===== src/rtl/gpio16_busport.sv =====
module gpio16_busport #(
  parameter int PW = 16,
  parameter int BW = 8,
  parameter int NTAP = 4
) (
  input  logic          clk,
  input  logic          rst_n,
  input  logic          reg_wr,
  input  logic [1:0]    reg_addr,
  input  logic [BW-1:0] reg_wdata,
  output logic [BW-1:0] reg_rdata,
  input  logic          bus_en,
  input  logic [PW-1:0] bus_addr,
  input  logic [PW-1:0] pin_in,
  output logic [PW-1:0] pin_out,
  output logic [PW-1:0] pin_oe,
  output logic [NTAP-1:0] cap_tap,
  output logic          bus_wr_flag
);
  localparam int NL = PW / BW;

  logic [PW-1:0] dir_q, dat_q, sync1_q, sync2_q;
  logic is_dir, lane;
  logic [1:0] age_q;

  assign is_dir = reg_addr[1];
  assign lane   = reg_addr[0];

  for (genvar g = 0; g < NL; g++) begin : g_lane
    always_ff @(posedge clk or negedge rst_n) begin
      if (!rst_n) begin
        dir_q[g*BW +: BW] <= '0;
        dat_q[g*BW +: BW] <= '0;
      end else if (reg_wr && (lane == 1'(g))) begin
        if (is_dir) dir_q[g*BW +: BW] <= reg_wdata;
        else        dat_q[g*BW +: BW] <= reg_wdata;
      end
    end
  end

  always_ff @(posedge clk or negedge rst_n) begin
    if (!rst_n) begin
      sync1_q     <= '0;
      sync2_q     <= '0;
      bus_wr_flag <= 1'b0;
      age_q       <= '0;
    end else begin
      sync1_q <= pin_in;
      sync2_q <= sync1_q;
      if (reg_wr && !is_dir) bus_wr_flag <= bus_en;
      if (age_q != 2'd3) age_q <= age_q + 2'd1;
    end
  end

  assign pin_oe    = bus_en ? {PW{1'b1}} : dir_q;
  assign pin_out   = bus_en ? bus_addr : dat_q;
  assign reg_rdata = is_dir ? dir_q[lane*BW +: BW] : sync2_q[lane*BW +: BW];
  assign cap_tap   = sync2_q[PW-1 -: NTAP];

  p_dir_lo_r2: assert property (@(posedge clk) disable iff (!rst_n)
    (reg_wr && reg_addr == 2'd2) ##1 !bus_en |-> pin_oe[BW-1:0] == $past(reg_wdata));
  p_dat_hi_r3: assert property (@(posedge clk) disable iff (!rst_n)
    (reg_wr && reg_addr == 2'd1) ##1 !bus_en |-> pin_out[PW-1:BW] == $past(reg_wdata));
  p_bus_drive_r4: assert property (@(posedge clk) disable iff (!rst_n)
    bus_en |-> &pin_oe);
  p_bus_addr_r5: assert property (@(posedge clk) disable iff (!rst_n)
    bus_en |-> pin_out == bus_addr);
  p_dir_keep_r6: assert property (@(posedge clk) disable iff (!rst_n)
    (bus_en && !(reg_wr && is_dir)) |=> $stable(dir_q));
  p_sync_r8: assert property (@(posedge clk) disable iff (!rst_n)
    (age_q == 2'd3) |-> cap_tap == $past(pin_in[PW-1 -: NTAP], 2));
  p_flag_r9: assert property (@(posedge clk) disable iff (!rst_n)
    (reg_wr && !is_dir && bus_en) |=> bus_wr_flag);
endmodule


===== config.mk =====
export PLATFORM = sky130hd
export DESIGN_NAME = gpio16_busport
export DESIGN_NICKNAME = d
export VERILOG_FILES = /design/src/rtl/gpio16_busport.sv
export SDC_FILE = /design/constraint.sdc
export NUM_CORES = 1
export LEC_CHECK = 0
export BUFFER_PORTS_ARGS = -buffer_cell sky130_fd_sc_hd__buf_2
export CAP_MARGIN = 15
export CELL_PAD_IN_SITES_DETAIL_PLACEMENT = 1
export CELL_PAD_IN_SITES_GLOBAL_PLACEMENT = 1
export CORE_AREA = 2 2 79 81
export CTS_BUF_LIST = sky130_fd_sc_hd__clkbuf_2 sky130_fd_sc_hd__clkbuf_4 sky130_fd_sc_hd__clkbuf_8
export CTS_CLUSTER_SIZE = 12
export DETAILED_ROUTE_END_ITERATION = 10
export DIE_AREA = 0 0 81 83
export GPL_TIMING_DRIVEN = 0
export HOLD_SLACK_MARGIN = 0.03
export MAX_ROUTING_LAYER = met4
export PLACE_DENSITY_LB_ADDON = 0.25
export SLEW_MARGIN = 20
export SYNTH_ARGS = -nofsm -noshare
export SYNTH_HDL_FRONTEND = slang
export SYNTH_SLANG_ARGS = --single-unit

===== constraint.sdc =====
create_clock -name clk -period 2.8 [get_ports clk]
set_clock_uncertainty 0.1 [all_clocks]
set_input_delay 0.42 -clock clk [delete_from_list [all_inputs] [get_ports clk]]
set_output_delay 0.42 -clock clk [all_outputs]
set_load 0.02 [all_outputs]

## Word-level counts from Yosys, hierarchy flattened

Cells that the tools add are included.

| word-level totals | value |
|---|---|
| bits in registers | 65 |
| output and inout port bits | 45 |
| memory bits (writable) | 0 |
| logic and storage cells | 22 |
| latch bits | 0 |
| bits in read-only memories | 0 |
| memories kept | 0 |
| input bits | 46 |

| operators by class | value |
|---|---|
| magnitude comparators | 0 |
| muxes and demuxes | 3 |
| add/subtract/negate cells | 0 |
| reductions and logical operators | 8 |
| shift-type cells | 2 |
| div/mod/pow operators | 0 |
| eq/ne operators | 0 |
| bitwise operators | 2 |
| multiply operators | 0 |

Operator list:

| kind | number |
|---|---|
| $mux W16 | 2 |
| $shiftx A16 B5 Y8 | 2 |
| $mux W8 | 1 |
| $reduce_and A2 Y1 | 4 |
| $logic_and A1 B1 Y1 | 3 |
| $not A1 Y1 | 2 |
| $logic_not A1 Y1 | 1 |

## Longest topological paths before layout

| depth | value |
|---|---|
| word-level depth | 3 |
| mapped depth | 3 |
| gate-level depth less buffers | 2 |

## Least setup slack after synthesis

No wires, ideal clock.

| timing | value |
|---|---|
| kind | input to output |
| start | input bus_en |
| end | output pin_out[10] |
| path slack | 1.034 ns |
| arrival | 1.246 ns |
| required time | 2.280 ns |
| path buffers | 2 |
| stages | 3 |
| path through | clkbuf_1 buf_2 mux2_2 |

| on the way | value |
|---|---|
| word-level cells in the longest chain between the ends | 1 |

RTL lines:

| item | line | source |
|---|---|---|
| from (decl) | 12 | `input logic bus_en,` |
| $mux W16 | 56 | `assign pin_out = bus_en ? bus_addr : dat_q;` |
| to (decl) | 15 | `output logic [PW-1:0] pin_out,` |

Every way passes these cells.

## Worst setup path after layout

| timing | value |
|---|---|
| start | input bus_en |
| end | output pin_out[7] |

The elaborated chain is that of the path after synthesis.

==> metrics <==
type of element capturing the critical path primary output; maximum VDD drop between 0.4 and 0.5 mV; status finished, final reports clean; CTS clk-pin slew, worst paths 0.07 ns; Pre-Repair DR Iteration Count 4; Initial Util 0.4449; H-tree depth 3; gr ovfl total 0; minimum clock period 2.035 ns; syn_nets 199; CTS Sinks 65; count of cell types in the netlist 12; sequential area share after synthesis 0.6286; die height 83 um; Post-synth EDFFs 0; postcts setup bufs 0; Simple-Gate Fraction of Synth Area 0.06141; largest net degree at the start of global routing 40; crit path DAT ~1.5 ns; Most common cell on crit path buf_2; Clock power frac 0.376; final period utilization 0.7266; synth-to-layout area growth 31.48%; total core area 5816 um^2; WS Path Type in2out; CP max FO 10; Top Family by Delay on Critical Path buffers and inverters; initial antenna violation count 0; Nets between 300 and 400; gpl congestion 0.6744; Multi-input gate area a little under 900 um^2; CP Launch Type input port; Vias/cell 4.899; busiest grt layer met2; CTS Buffer Depth 2; vias 1641; grt met2 use 0.2893; Comb pwr share 0.187; die area 6723 um^2; Num CTS Buffers 9; Worst-Margin Slew 0.4815 ns; RSZ-0062 raised after global routing false; main combinational cell family by area after synthesis multiplexers; Total GRT Usage 0.1848; met1 usage 0.2253; highest-delay cell along the critical path mux2_2; synth top area cells dfrtp_1 63%, mux2_2 21%, mux4_2 7.0%; Crit path largest cell delay 0.37 ns; post-synthesis async set-or-reset flop share 1.000; # DRC 0; FF+latch count, synth between 60 and 70; M3 GR Usage 0.03587; cell count after synthesis ~150; WHS Path Cells 1; TritonCTS clock tree built; final setup fails 0; P_sw 665.8 uW; mux cell area share after synthesis 0.2829; num rows 28; syn avg cell area 16.91 um^2; register area 1627 um^2; Seq pwr share 0.437; number of I/O port buffers 89; Routed Antenna Nets 0; cts hold-fix bufs 1; # diodes 0; post-DR wirelength/cell 16.27 um; Iter 0 DRT Violations 58; final hold viol count 0; Setup TNS Final 0 ns; critical path depth 4; die width slightly above 80 um; dominant synthesized flop cell dfrtp_1; normalized max-slew margin 0.6787; CP Buf/Inv Count 3; Synth top cells by count 65 x dfrtp_1, 49 x mux2_2, 16 x or2_2; Max Cap Viol 0; io pins a little over 90; Hold Crit Class in2reg; post-synthesis compound-gate area fraction 0; layout cells sized above 1 0.7346; XOR/XNOR Fraction of Synth Area 0; CP required 2.28 ns; fmax 491.5 MHz; clk root buf clkbuf_8; Yosys Warn Count 0; R2R cell count 1; Mapped Area 2587 um^2; HPWL after DPL 4.072 mm; vias in the first global route 1690; Leakage Power between 0.0015 and 0.002 uW; Int Power 1878 uW; Synth Area in Adders 0; max-slew violations 0; Sw Share 0.2618; Synth area leader dfrtp_1; count leader, synth dfrtp_1; Total Power 2544 uW; post-CTS sizing 0; CP Cell Sequence clkbuf_1 > buf_2 > mux2_2 > buf_2; PD cells 747.7 nW/um^2; Clock Latency Late Sink 0.34 ns; Fillers 611; first-pass GRT wire length 8.797 mm; Routed WL between 5 and 6 mm; share of the synthesized area in the top cell type 0.6286
-- power by group through the flow --
stage          logic (uW)  clock network [uW]  registers (uW)
2_1_floorplan         320                   0            1110
3_3_place_gp          469                   0            1130
3_5_place_dp          481                   0            1130
4_1_cts               485                 979            1110
5_1_grt               512                1030            1130
6_report              476                 956            1110
-- cells in the final DEF, fill, tap and decap left out --
cell,n
nor3b_4,1
nand3b_2,2
mux4_2,8
clkinv_2,1
clkbuf_8,9
clkinv_4,1
buf_12,1
or2b_1,1
dlygate4sd3_1,1
dfrtp_1,65
or2_2,16
buf_6,2
bufinv_16,3
clkbuf_1,2
clkinvlp_4,2
buf_4,5
mux2_2,49
nand3_2,1
buf_2,90
-- metal layers --
| layer | up-vias | wire (um) |
|---|---|---|
| li1 | 738 | - |
| met2 | 53 | 2895 |
| met1 | 839 | 2152 |
| met5 | - | 0 |
| met3 | 11 | 267 |
| met4 | 0 | 133 |
-- state kept, by name, summed over array words and instances, names as in the netlist --
signal,flops
dat_q,16
sync1_q,16
bus_wr_flag,1
sync2_q,16
dir_q,16
-- stage by stage --
step | cell area, um^2 | util | worst slack [ns] | cells | hold slack [ns]
final | 3402 | 0.5850 | 0.7655 | 335 | 0.07630
after global routing | 3402 | 0.5850 | 0.6791 | 335 | 0.05613
after CTS | 3402 | 0.5850 | 0.7200 | 335 | 0.06242
after detailed placement | 3149 | 0.5415 | 0.7185 | 318 | 0.2363
after global placement | 3127 | 0.5377 | 0.7914 | 317 | 0.2317
after floorplan | 2587 | - | 1.034 | 153 | 0.02441
-- final timing paths --
path                                   from          end  slack [ns]
worst max register to register    dir_q[12]    dir_q[12]        1.92
max in group asynchronous             rst_n     dat_q[6]        1.64
worst min register to register  sync1_q[12]  sync2_q[12]        0.25
min in group asynchronous             rst_n  sync2_q[10]        0.45
worst min-delay path              pin_in[6]   sync1_q[6]        0.08
worst max-delay path                 bus_en   pin_out[7]        0.77
-- cell families (layout without fill, tap and decap cells) --
| kind of cell | after synthesis | count (layout) |
|---|---|---|
| flip-flops | 65 | 65 |
| multiplexers | 57 | 57 |
| AND/OR/NAND/NOR | 21 | 21 |
| buffers and inverters | 10 | 117 |
-- layout make-up --
type,count,share of cell area
timing repair buffer,91,0.1405
sequential,65,0.4781
clock buffer,9,0.03641
tap,75,0.02758
clock inverter,7,0.03494
buffer,10,0.02060
multi-input combinational,78,0.2619
Note: power is estimated with default switching activity, not from simulation.
